## config.mk

```make
export PLATFORM = sky130hd
export DESIGN_NAME = sc_feedback_divider
export DESIGN_NICKNAME = d
export VERILOG_FILES = /design/src/rtl/sc_div_pkg.sv /design/src/rtl/sc_lfsr_sng.sv /design/src/rtl/sc_nsadd_pend.sv /design/src/rtl/sc_feedback_divider.sv
export SDC_FILE = /design/constraint.sdc
export NUM_CORES = 1
export LEC_CHECK = 0
export ABC_CLOCK_PERIOD_IN_PS = 3500
export BUFFER_PORTS_ARGS = -buffer_cell sky130_fd_sc_hd__buf_2
export CAP_MARGIN = 20
export CORE_MARGIN = 1
export CORE_UTILIZATION = 46
export DETAILED_ROUTE_END_ITERATION = 10
export PLACE_DENSITY = 0.66
export SLEW_MARGIN = 20
export SYNTH_ARGS = -nofsm -noshare
export SYNTH_HDL_FRONTEND = slang
export SYNTH_HIERARCHICAL = 1
export SYNTH_SLANG_ARGS = --single-unit
```

## constraint.sdc

```tcl
create_clock -name clk -period 3.5 [get_ports clk]
set_clock_uncertainty 0.1 [all_clocks]
set_input_delay 0.35 -clock clk [delete_from_list [all_inputs] [get_ports clk]]
set_output_delay 0.35 -clock clk [all_outputs]
set_load 0.01 [all_outputs]
```

## src/rtl/sc_div_pkg.sv

```systemverilog
package sc_div_pkg;
    localparam int SC_W      = 8;
    localparam int FRAME_LEN = 2 ** SC_W;
    typedef logic [SC_W-1:0] sc_word_t;
endpackage

```

## src/rtl/sc_lfsr_sng.sv

```systemverilog
module sc_lfsr_sng
    import sc_div_pkg::*;
#(
    parameter sc_word_t SEED = 8'h01,
    parameter sc_word_t MASK = 8'hB8
) (
    input  logic     clk,
    input  logic     rst_n,
    input  logic     load,
    input  logic     step,
    input  sc_word_t level,
    output logic     bit_o
);
    sc_word_t st_d, st_q;

    always_comb begin
        st_d = st_q;
        if (load) begin
            st_d = SEED;
        end else if (step) begin
            st_d = {st_q[SC_W-2:0], ^(st_q & MASK)};
        end
    end

    always_ff @(posedge clk or negedge rst_n) begin
        if (!rst_n) st_q <= SEED;
        else        st_q <= st_d;
    end

    assign bit_o = (st_q < level);
endmodule

```

## src/rtl/sc_nsadd_pend.sv

```systemverilog
module sc_nsadd_pend #(
    parameter int PEND_W = 3
) (
    input  logic clk,
    input  logic rst_n,
    input  logic clear,
    input  logic en,
    input  logic a_i,
    input  logic b_i,
    output logic sum_o
);
    localparam logic [PEND_W-1:0] PEND_MAX = '1;
    localparam logic [PEND_W-1:0] PEND_ONE = PEND_W'(1);

    logic [PEND_W-1:0] pend_d, pend_q;
    logic              has_pend;

    assign has_pend = (pend_q != '0);
    assign sum_o    = a_i | b_i | has_pend;

    always_comb begin
        pend_d = pend_q;
        if (clear) begin
            pend_d = '0;
        end else if (en) begin
            if (a_i && b_i && (pend_q != PEND_MAX)) begin
                pend_d = pend_q + PEND_ONE;
            end else if (!a_i && !b_i && has_pend) begin
                pend_d = pend_q - PEND_ONE;
            end
        end
    end

    always_ff @(posedge clk or negedge rst_n) begin
        if (!rst_n) pend_q <= '0;
        else        pend_q <= pend_d;
    end
endmodule

```

## src/rtl/sc_feedback_divider.sv

```systemverilog
module sc_feedback_divider
    import sc_div_pkg::*;
#(
    parameter int       PEND_W = 3,
    parameter sc_word_t SEED_X = 8'h01,
    parameter sc_word_t SEED_K = 8'hA5,
    parameter sc_word_t MASK_X = 8'hB8,
    parameter sc_word_t MASK_K = 8'h8E
) (
    input  logic       clk,
    input  logic       rst_n,
    input  logic       start,
    input  logic [7:0] dividend,
    input  logic [7:0] divisor,
    output logic       busy,
    output logic       done,
    output logic       err,
    output logic [7:0] quotient
);
    localparam sc_word_t IDX_LAST = sc_word_t'(FRAME_LEN - 1);

    typedef struct packed {
        logic            busy;
        logic            done;
        logic            err;
        sc_word_t        quot;
        sc_word_t        x_lvl;
        sc_word_t        k_lvl;
        sc_word_t        idx;
        logic [SC_W:0]   ones;
        logic            out_prev;
    } div_state_t;

    div_state_t st_d, st_q;

    logic          x_bit, k_bit, fb_bit, out_bit;
    logic          accept, bad_pair;
    logic [SC_W:0] ones_next;

    assign accept   = start && !st_q.busy;
    assign bad_pair = (divisor < dividend) || (divisor == '0);

    sc_lfsr_sng #(.SEED(SEED_X), .MASK(MASK_X)) u_sng_x (
        .clk   (clk),
        .rst_n (rst_n),
        .load  (accept),
        .step  (st_q.busy),
        .level (st_q.x_lvl),
        .bit_o (x_bit)
    );

    sc_lfsr_sng #(.SEED(SEED_K), .MASK(MASK_K)) u_sng_k (
        .clk   (clk),
        .rst_n (rst_n),
        .load  (accept),
        .step  (st_q.busy),
        .level (st_q.k_lvl),
        .bit_o (k_bit)
    );

    assign fb_bit = st_q.out_prev & ~k_bit;

    sc_nsadd_pend #(.PEND_W(PEND_W)) u_nsadd (
        .clk   (clk),
        .rst_n (rst_n),
        .clear (accept),
        .en    (st_q.busy),
        .a_i   (x_bit),
        .b_i   (fb_bit),
        .sum_o (out_bit)
    );

    assign ones_next = st_q.ones + {{SC_W{1'b0}}, out_bit};

    always_comb begin
        st_d      = st_q;
        st_d.done = 1'b0;
        if (st_q.busy) begin
            st_d.ones     = ones_next;
            st_d.out_prev = out_bit;
            st_d.idx      = st_q.idx + sc_word_t'(1);
            if (st_q.idx == IDX_LAST) begin
                st_d.busy = 1'b0;
                st_d.done = 1'b1;
                st_d.quot = ones_next[SC_W] ? '1 : ones_next[SC_W-1:0];
            end
        end else if (start) begin
            st_d.x_lvl = dividend;
            st_d.k_lvl = divisor;
            if (bad_pair) begin
                st_d.err  = 1'b1;
                st_d.done = 1'b1;
                st_d.quot = '1;
            end else begin
                st_d.err      = 1'b0;
                st_d.busy     = 1'b1;
                st_d.idx      = '0;
                st_d.ones     = '0;
                st_d.out_prev = 1'b0;
            end
        end
    end

    always_ff @(posedge clk or negedge rst_n) begin
        if (!rst_n) st_q <= '0;
        else        st_q <= st_d;
    end

    assign busy     = st_q.busy;
    assign done     = st_q.done;
    assign err      = st_q.err;
    assign quotient = st_q.quot;
endmodule

```

==> results of run 1 <==
## power by group
group | switching [W] | leakage [nW] | internal (W)
logic | 0.000767 | 1.13 | 0.000786
registers | 0.000303 | 0.759 | 0.00113
clock network | 0.000287 | 0.103 | 0.000366
## cells by family after synthesis
| family | synth area share [%] |
|---|---|
| AND/OR/NAND/NOR | 16.3 |
| flip-flops | 45.0 |
| AO/OA/AOI/OAI | 10.9 |
| buffers and inverters | 6.23 |
| multiplexers | 8.26 |
| adder cells (fa/ha/maj) | 8.96 |
| XOR/XNOR | 4.41 |
## final cells by class
cell class	count	share of cell area (%)
Clock buffer	13	3.99
Clock inverter	3	1.00
Inverter	30	2.82
Multi-Input combinational cell	260	43.9
Sequential cell	64	40.4
Tap cell	99	3.11
Timing Repair Buffer	35	4.77
## state kept, by name (all words and copies together) (netlist names)
signal          cells
busy                1
done                1
err                 1
quotient            8
st_q               34
u_nsadd/pend_q      3
u_sng_k/st_q        8
u_sng_x/st_q        8
## metal layers
| metal | part of all wire (%) | routed length [µm] | up-vias |
|---|---|---|---|
| met3 | 3.8 | 268 | 11 |
| met2 | 47 | 3330 | 38 |
| met1 | 47 | 3340 | 1269 |
| met5 | 0 | 0 | - |
| li1 | - | - | 1302 |
| met4 | 1.9 | 138 | 0 |
## per-stage QoR
stage | area [µm²] | setup WS, ns | util, % | hold WS, ns | cells
after floorplan | 3570 | 0.297 | - | -0.0456 | 374
after global placement | 3780 | 0.213 | 51.3 | 0.363 | 488
after detailed placement | 3780 | 0.114 | 51.3 | 0.367 | 488
after CTS | 3980 | 0.0935 | 54.0 | 0.00145 | 504
after global routing | 3990 | 0.0327 | 54.1 | 0.0534 | 504
final | 3990 | 0.220 | 54.1 | -0.0122 | 504
## how the worst max path moves through the flow
stage | startpoint | to | slack (ns) | cells past startpoint
after floorplan | u_sng_k/st_q[1]$_DFFE_PN0P_ | quotient[4]$_DFFE_PN0P_ | 0.30 | 13
after global placement | u_sng_k/st_q[1]$_DFFE_PN0P_ | quotient[7]$_DFFE_PN0P_ | 0.21 | 12
after detailed placement | u_sng_k/st_q[1]$_DFFE_PN0P_ | quotient[7]$_DFFE_PN0P_ | 0.11 | 12
after CTS | u_sng_k/st_q[1]$_DFFE_PN0P_ | quotient[5]$_DFFE_PN0P_ | 0.09 | 12
after global routing | u_sng_k/st_q[1]$_DFFE_PN0P_ | quotient[5]$_DFFE_PN0P_ | 0.03 | 12
final | u_sng_k/st_q[1]$_DFFE_PN0P_ | quotient[5]$_DFFE_PN0P_ | 0.22 | 12
## cells in the final DEF, fill, tap and decap left out, types with 7 or more instances in the layout
cell      Yosys  layout
ha_1         24      24
nor2_1       40      39
dfrtp_1      59      58
o21ai_0      22      22
buf_2         3      29
nand2b_1      9       9
inv_1        30      30
mux2i_1      19      19
nand2_1      56      56
clkbuf_8      0      11
nand3_1       7       7
a21oi_1      12      12
mux2_2        8       8
xnor2_1      12      12
## repair_timing
action,in CTS,in global routing
endpoints found under the setup margin,0,8
resized for setup,0,2
setup buffers,0,0
## critical path: stages (launching register included)
cell and delay, ns:
dfrtp_1 0.42, ha_1 0.31, a2111o_1 0.35, a31oi_1 0.19, nor2b_1 0.12, or3_1 0.40
ha_1 0.21, ha_1 0.24, nand3_1 0.11, or3_1 0.12, and3_4 0.23, a21oi_1 0.07
mux2_2 0.29
==> flow_summary.yaml, run 1 <==
detailed_routing:
  post-route-drc-count: 0
  drt_iter0_markers: 125
  dr_total_vias: 2620
  drt-total-wl_um: 7080
  routedWlPerCell_um: 14.0
  viasPerCell: 5.20
  ant_nets: 0
  dr.pass1.iters: 4
die:
  die-area_um2: 8130
  start_util_pct: 48.5
  die_h_um: 90.2
  coreArea_um2: 7370
  ios: 30
  dieWidth_um: 90.2
  num_rows: 31
setup_path:
  worstSetupPathType: "flop to flop"
  rr_worst_depth: 12
  crit_required_ns: 3.63
  cp.arrival_ns: 3.41
  cp_max_fo: 8
  r2r-end: "quotient[5]$_DFFE_PN0P_"
  r2r_slack_ns: 0.22
  end_kind: "flop"
  start_kind: "flop"
  rr_startpoint: "u_sng_k/st_q[1]$_DFFE_PN0P_"
clock_network:
  htreeDepth: 3
  cts_tree: "built"
  clk_latency_ns: 0.35
  cts_buffers: 9
  cts_sinks: 64
  clkTransAtPathRegs_ns: 0.07
  root_buffer: "clkbuf_8"
  ctsHoldBuffers: 0
  cts_buffer_depth: 2
final_layout:
  multi_input_area_um2: 1750
  drive_gt1_share_pct: 17.5
  fillCellCount: 692
  seq_area_um2: 1610
  diodes: 0
  fin_nets: 444
  synthToLayoutAreaGrowth_pct: 11.5
synth:
  yosysWarnings: 6
  synth_edf_count: 0
  yosys-top-cells-count: "dfrtp_1, nand2_1, nor2_1"
  synth.avg_cell_area_um2: 9.56
  synth_cells: 374
  synth_flop_cell: "dfrtp_1"
  synthesis.area_um2: 3570
  synth.area.top_cells: "dfrtp_1, ha_1, nand2_1"
  ys_seq_elements: 64
  async_flop_share_pct: 100
  ys_types: 43
  yosysTopAreaCellShare_pct: 41.3
  yosysMostFrequentCell: "dfrtp_1"
  yosysSeqAreaShare_pct: 45.0
  syn_nets: 418
  synth_top_cell_by_area: "dfrtp_1"
grt:
  grt_use_met3_pct: 5.58
  track_usage_pct: 19.3
  grt_pass1_wl_um: 12200
  busiest_layer: "met2"
  grt_util_met1_pct: 24.8
  grt_util_met2_pct: 30.3
  overflow: 0
  grt_pass1_vias: 2562
  grt_antenna_before_repair: 0
  grt_max_degree: 50
sta:
  setup_tns_ns: 0
  post-route-min-period_ns: 3.28
  hold_violations: 23
  max_freq_mhz: 305
  setup_violations: 0
  worstMarginPinSlew_ns: 0.798
  rsz0062_at_grt: "no"
  post-route-period-util_pct: 93.7
  max_slew_margin_pct: 46.8
  holdWs_ns: -0.0122
  drv_slew: 0
pwr:
  ir_worst_vdd_mv: 0.426
  p_leak_nw: 1.99
  power_density_nw_per_um2: 913
  p_total_w: 0.00364
placed_design:
  hpwl_um: 5000
  port-buffer-count: 29
  gp_congestion: 0.834
worst_hold_path:
  hold_path.class: "input pin to async pin"
flow_run:
  drv_cap: 0
outcome:
  status: "finished, violations left"
  violations: "negative hold slack"
No activity file was read; power rests on OpenSTA's default activity.
==> inputs of run 2 (changes only) <==
ABC_AREA = 1   (was default)
==> run 2 against run 1 <==
The run now ends clean; clock power down 16%; critical path type unchanged; cell area up 1.1%; die area increased by 2.8%; final cell count increased by 18%; synthesized area increased by 2.9%; maximum frequency grew 13%; routed wire length rose by 3.4%.
==> flow_summary.yaml, run 2 <==
outcome:
  status: "finished, final reports clean"
pwr:
  internal_power_w: 0.00206
  power_density_nw_per_um2: 886
  p_leak_nw: 2.18
  switching_share_pct: 42.4
  power_frac_clock_pct: 15.3
  seqPwrFrac_pct: 39.6
  ir_worst_vdd_mv: 0.326
  power.switching_w: 0.00152
  p_comb_share_pct: 45.1
detailed_routing:
  routedWlPerCell_um: 12.3
  dr_total_vias: 2955
  post-route-drc-count: 0
  dr.pass1.iters: 4
  ant_nets: 0
  drt-total-wl_um: 7320
  viasPerCell: 4.96
  drt_iter0_markers: 118
clock_network:
  cts_buffer_depth: 2
  ctsHoldBuffers: 1
  post_cts_buffers: 0
  htreeDepth: 3
  clkTransAtPathRegs_ns: 0.07
  post_cts_resize_count: 0
  clk_latency_ns: 0.34
  cts_buffers: 9
  cts_tree: "built"
  root_buffer: "clkbuf_8"
  cts_sinks: 64
sta:
  holdWs_ns: 0.152
  setup_violations: 0
  post-route-min-period_ns: 2.91
  post-route-period-util_pct: 83.1
  drv_slew: 0
  rsz0062_at_grt: "no"
  max_slew_margin_pct: 40.2
  worstMarginPinSlew_ns: 0.896
  max_freq_mhz: 344
  hold_violations: 0
  setup_tns_ns: 0
final_layout:
  final_cell_mix: "nand2_1, dfrtp_1, inv_1"
  diodes: 0
  fillCellCount: 737
  final_area_um2: 4030
  layout_commonest_cell: "nand2_1"
  drive_gt1_share_pct: 15.4
  final_util_pct: 52.2
  fin_nets: 533
  fin_cells: 596
  largest_reg_flops: 34
  synthToLayoutAreaGrowth_pct: 9.56
  largest-register: "st_q"
synth:
  yosysWarnings: 6
  yosysMostFrequentCell: "nand2_1"
  synth.area.top_cells: "dfrtp_1, nand2_1, ha_1"
  yosys-top-cells-count: "nand2_1, dfrtp_1, inv_1"
  synth_edf_count: 0
  yosysSeqAreaShare_pct: 43.7
  async_flop_share_pct: 100
  synth_cells: 463
  ys_types: 36
  yosysTopAreaCellShare_pct: 40.1
  ys_seq_elements: 64
  syn_nets: 507
  synth_flop_cell: "dfrtp_1"
  synth.avg_cell_area_um2: 7.94
  synthesis.area_um2: 3680
  synth_top_cell_by_area: "dfrtp_1"
die:
  ios: 30
  coreArea_um2: 7730
  start_util_pct: 47.6
  die-area_um2: 8360
  num_rows: 32
  dieWidth_um: 91.4
  die_h_um: 91.4
placed_design:
  placed_cells: 579
  port-buffer-count: 29
  place_area_um2: 3850
  hpwl_um: 5370
  gp_congestion: 0.791
setup_path:
  slowest_stage: "dfstp_2"
  cp_max_fo: 5
  cp_slowest_stage_delay_ns: 0.55
  critPathTopFamily: "simple AND/OR/NAND/NOR gates"
  end_kind: "flop"
  path_buf_inv: 0
  worstSetupPathType: "flop to flop"
  cp.arrival_ns: 3.05
  crit_chain: "ha_1 > a21oi_1 > o21ai_0 > a21oi_1 > nor2_1 > nor2_1 > nand3_1 > ha_1 > ha_1 > nand2_1 > nor2_2 > o21ai_0 > nand3_1 > nand2_1 > nand2_1"
  crit_required_ns: 3.64
  start_kind: "flop"
grt:
  track_usage_pct: 19.7
  overflow: 0
  grt_antenna_before_repair: 0
  grt_pass1_wl_um: 13100
  grt_pass1_vias: 2919
  grt_max_degree: 34
flow_run:
  drv_cap: 0
worst_hold_path:
  hold_path.class: "input pin to flop"
-- run 2: cell types whose count changed after synthesis, sizes merged, moves of 6 or more --
cell and delta:
nand3 +47, mux2i -19, mux2 -9, nand2 +91
nand2b -9, xor2 -6, nor2 -14, a211oi -6
inv +32, xnor2 -7
-- run 2: worst paths after layout --
path	cells past startpoint	to	from	slack [ns]
worst max-delay path	15	quotient[4]$_DFFE_PN0P_	u_sng_k/st_q[7]$_DFFE_PN1P_	0.59
worst min-delay path	3	st_q[23]$_DFFE_PN0P_	divisor[5]	0.15
worst max register to register	15	quotient[4]$_DFFE_PN0P_	u_sng_k/st_q[7]$_DFFE_PN1P_	0.59
worst min register to register	2	st_q[22]$_DFFE_PN0P_	st_q[22]$_DFFE_PN0P_	0.37
max in group asynchronous	3	u_sng_k/st_q[0]$_DFFE_PN1P_	rst_n	2.04
min in group asynchronous	2	st_q[18]$_DFFE_PN0P_	rst_n	0.47
-- run 2: power by group through the flow --
stage               sequential [W]  combinational, W  clock, W
floorplan                  0.00134           0.00135         0
finish                     0.00141           0.00161  0.000547
global placement           0.00141           0.00156         0
global route               0.00147           0.00192  0.000594
detailed placement         0.00142           0.00162         0
CTS                        0.00141           0.00163  0.000558
-- run 2: area by class of cell --
type | count | area (µm²) | area share, %
Multi-Input combinational cell | 318 | 1710 | 42.5
Tap cell | 102 | 128 | 3.17
Inverter | 62 | 233 | 5.77
Clock inverter | 4 | 20.0 | 0.497
Timing Repair Buffer | 34 | 185 | 4.59
Sequential cell | 64 | 1610 | 39.9
Clock buffer | 12 | 145 | 3.60
-- run 2: through the flow --
step | worst slack (ns) | power, W
4_1_cts | 0.615 | 0.00359
2_1_floorplan | 0.898 | 0.00269
5_1_grt | 0.334 | 0.00399
3_5_place_dp | 0.613 | 0.00303
6_report | 0.592 | 0.00357
3_3_place_gp | 0.682 | 0.00297
-- run 2: logic make-up (layout without fill, tap and decap cells) --
| logic type | Yosys count | count (layout) | share of synthesized area [%] |
|---|---|---|---|
| fa+ha+maj | 25 | 25 | 8.71 |
| flops | 64 | 64 | 43.7 |
| simple gates | 234 | 234 | 28.6 |
| buf+inv | 81 | 112 | 9.76 |
| xor+xnor | 5 | 5 | 1.19 |
| compound gates | 54 | 54 | 7.99 |
-- run 2: metal layers --
metal / part of all wire (%) / up-vias / GRT usage [%]
met1: 50 / 1372 / 26.1
met4: 1.2 / 0 / 7.54
met2: 45 / 37 / 32.1
met5: 0 / - / 0
li1: - / 1536 / -
met3: 3.2 / 10 / 3.27
-- run 2: worst min-delay path, cell delays in order --
cell and delay [ns]:
buf_2 0.10, nand2_1 0.05, nand2_1 0.06
==> inputs of run 3 (changes only) <==
ABC_CLOCK_PERIOD_IN_PS = 2840   (was 3500)
PLACE_DENSITY = default   (was 0.66)
clock period = 2.84 ns   (was 3.5 ns; I/O delays follow)
==> run 3 against run 2 <==
Maximum frequency is 5.7% higher; combinational power is 49% higher; via count is 1.3% higher; count of clock-buffer cells in the layout stayed put; clock power is 28% higher; critical path depth is 3 higher; routed wire length is 4.2% higher.
==> flow_summary.yaml, run 3 (synthesis results as in run 2) <==
sta:
  setup_violations: 0
  setup_ws_ns: 0.0882
  rsz0062_at_grt: "yes"
  worstMarginPinSlew_ns: 0.993
  hold_violations: 0
  post-route-period-util_pct: 96.9
  post-route-min-period_ns: 2.75
  drv_slew: 0
  max_freq_mhz: 363
  max_slew_margin_pct: 33.7
clock_network:
  cts_tree: "built"
  root_buffer: "clkbuf_8"
  cts_buffers: 9
  clk_latency_ns: 0.33
  htreeDepth: 3
  cts_buffer_depth: 2
  clkTransAtPathRegs_ns: 0.07
  cts_sinks: 64
die:
  start_util_pct: 47.6
  dieWidth_um: 91.4
  die-area_um2: 8360
  num_rows: 32
  coreArea_um2: 7730
  ios: 30
  die_h_um: 91.4
detailed_routing:
  post-route-drc-count: 0
  drt-total-wl_um: 7630
  dr.pass1.iters: 5
  ant_nets: 0
  drt_iter0_markers: 102
  viasPerCell: 4.98
  routedWlPerCell_um: 12.7
  dr_total_vias: 2993
setup_path:
  r2r_slack_ns: 0.09
  start_kind: "flop"
  end_kind: "flop"
  worstSetupPathType: "flop to flop"
  cp.arrival_ns: 2.88
  crit_required_ns: 2.97
  cp_max_fo: 5
grt:
  grt_antenna_before_repair: 0
  grt_pass1_vias: 2852
  overflow: 0
  grt_pass1_wl_um: 13300
  grt_max_degree: 36
  track_usage_pct: 20.1
final_layout:
  final_area_um2: 4260
  diodes: 0
  fin_cells: 601
  largest-register: "st_q"
  drive_gt1_share_pct: 21.6
  fin_nets: 539
  layout_commonest_cell: "nand2_1"
  final_cell_mix: "nand2_1, dfrtp_1, inv_1"
  largest_reg_flops: 34
  synthToLayoutAreaGrowth_pct: 15.8
worst_hold_path:
  hold_path.class: "input pin to flop"
pwr:
  seqPwrFrac_pct: 36.0
  p_leak_nw: 2.23
  switching_share_pct: 42.3
  p_comb_share_pct: 49.6
  power_frac_clock_pct: 14.4
  internal_power_w: 0.00279
  ir_worst_vdd_mv: 0.538
  power_density_nw_per_um2: 1140
  power.switching_w: 0.00205
flow_run:
  drv_cap: 0
placed_design:
  place_ws_ns: -0.0568
  gp_congestion: 0.792
  hpwl_um: 5290
  port-buffer-count: 29
  place_area_um2: 3870
  placed_cells: 580
outcome:
  status: "finished, final reports clean"
==> run 3: cell count changes in the layout (fill, tap and decap cells not counted), moves of 4 or more <==
cell,previous run,this run
ha_1,24,18
buf_4,4,8
a21oi_1,17,12
a21oi_2,0,5
ha_4,0,6
nand2_1,140,135
nand2_2,6,11
nand3_2,4,9
nand3_1,49,44
==> run 3: metrics by stage <==
step / TNS (ns) / hold slack [ns] / utilization, % / power [W]
4_1_cts: 0 / 0.0733 / 52.6 / 0.00450
3_5_place_dp: -0.351 / 0.289 / 50.1 / 0.00375
5_1_grt: -0.668 / 0.0783 / 55.1 / 0.00539
2_1_floorplan: 0 / -0.112 / - / 0.00331
6_report: 0 / 0.0879 / 55.1 / 0.00484
3_3_place_gp: 0 / 0.287 / 50.1 / 0.00369
==> run 3: final timing paths <==
path | end | from | cells past startpoint
worst max-delay path | quotient[1]$_DFFE_PN0P_ | u_sng_k/st_q[2]$_DFFE_PN1P_ | 18
worst min-delay path | st_q[19]$_DFFE_PN0P_ | divisor[1] | 3
worst max register to register | quotient[1]$_DFFE_PN0P_ | u_sng_k/st_q[2]$_DFFE_PN1P_ | 18
worst min register to register | st_q[21]$_DFFE_PN0P_ | st_q[21]$_DFFE_PN0P_ | 2
max in group asynchronous | u_sng_k/st_q[5]$_DFFE_PN1P_ | rst_n | 3
min in group asynchronous | st_q[18]$_DFFE_PN0P_ | rst_n | 2
==> run 3: what timing repair did <==
item	4_1_cts	5_1_grt
pin swaps	1	22
hold buffers	1	0
hold endpoints to repair	28	0
setup buffers	1	3
resized for setup	0	32
gates cloned	0	1
endpoints found under the setup margin	8	10
==> run 3: layout make-up <==
type                       instances  area, µm²
timing repair buffer              39        235
fill                             707       3470
sequential                        64       1610
clock inverter                     3       17.5
clock buffer                      12        155
multi-input combinational        319       1880
tap                              102        128
inverter                          62        233
==> run 3: worst max-delay path, cell delays in order (launching register included) <==
cell,delay (ns)
dfstp_2,0.58
ha_4,0.21
nand2_2,0.05
inv_2,0.03
nand2_2,0.05
nand2_2,0.06
a21oi_2,0.15
nor2_2,0.06
nor2_2,0.14
nand3_2,0.12
ha_4,0.19
ha_4,0.16
nand2_2,0.08
nor2_4,0.05
a31o_4,0.26
nand3_4,0.12
nand3_1,0.09
nand2_1,0.11
nand2_1,0.05
==> run 3: layer usage <==
layer  global-route usage (%)  wire (µm)
met5                        0          0
met4                     6.35         89
met3                     4.36        278
met2                     32.0       3560
met1                     27.2       3700
==> run 3: power groups by stage <==
stage	registers, W	logic [W]	clock network (W)
floorplan	0.00166	0.00166	0
global placement	0.00173	0.00196	0
detailed placement	0.00174	0.00201	0
CTS	0.00172	0.00205	0.000724
global route	0.00181	0.00282	0.000762
finish	0.00174	0.00240	0.000699
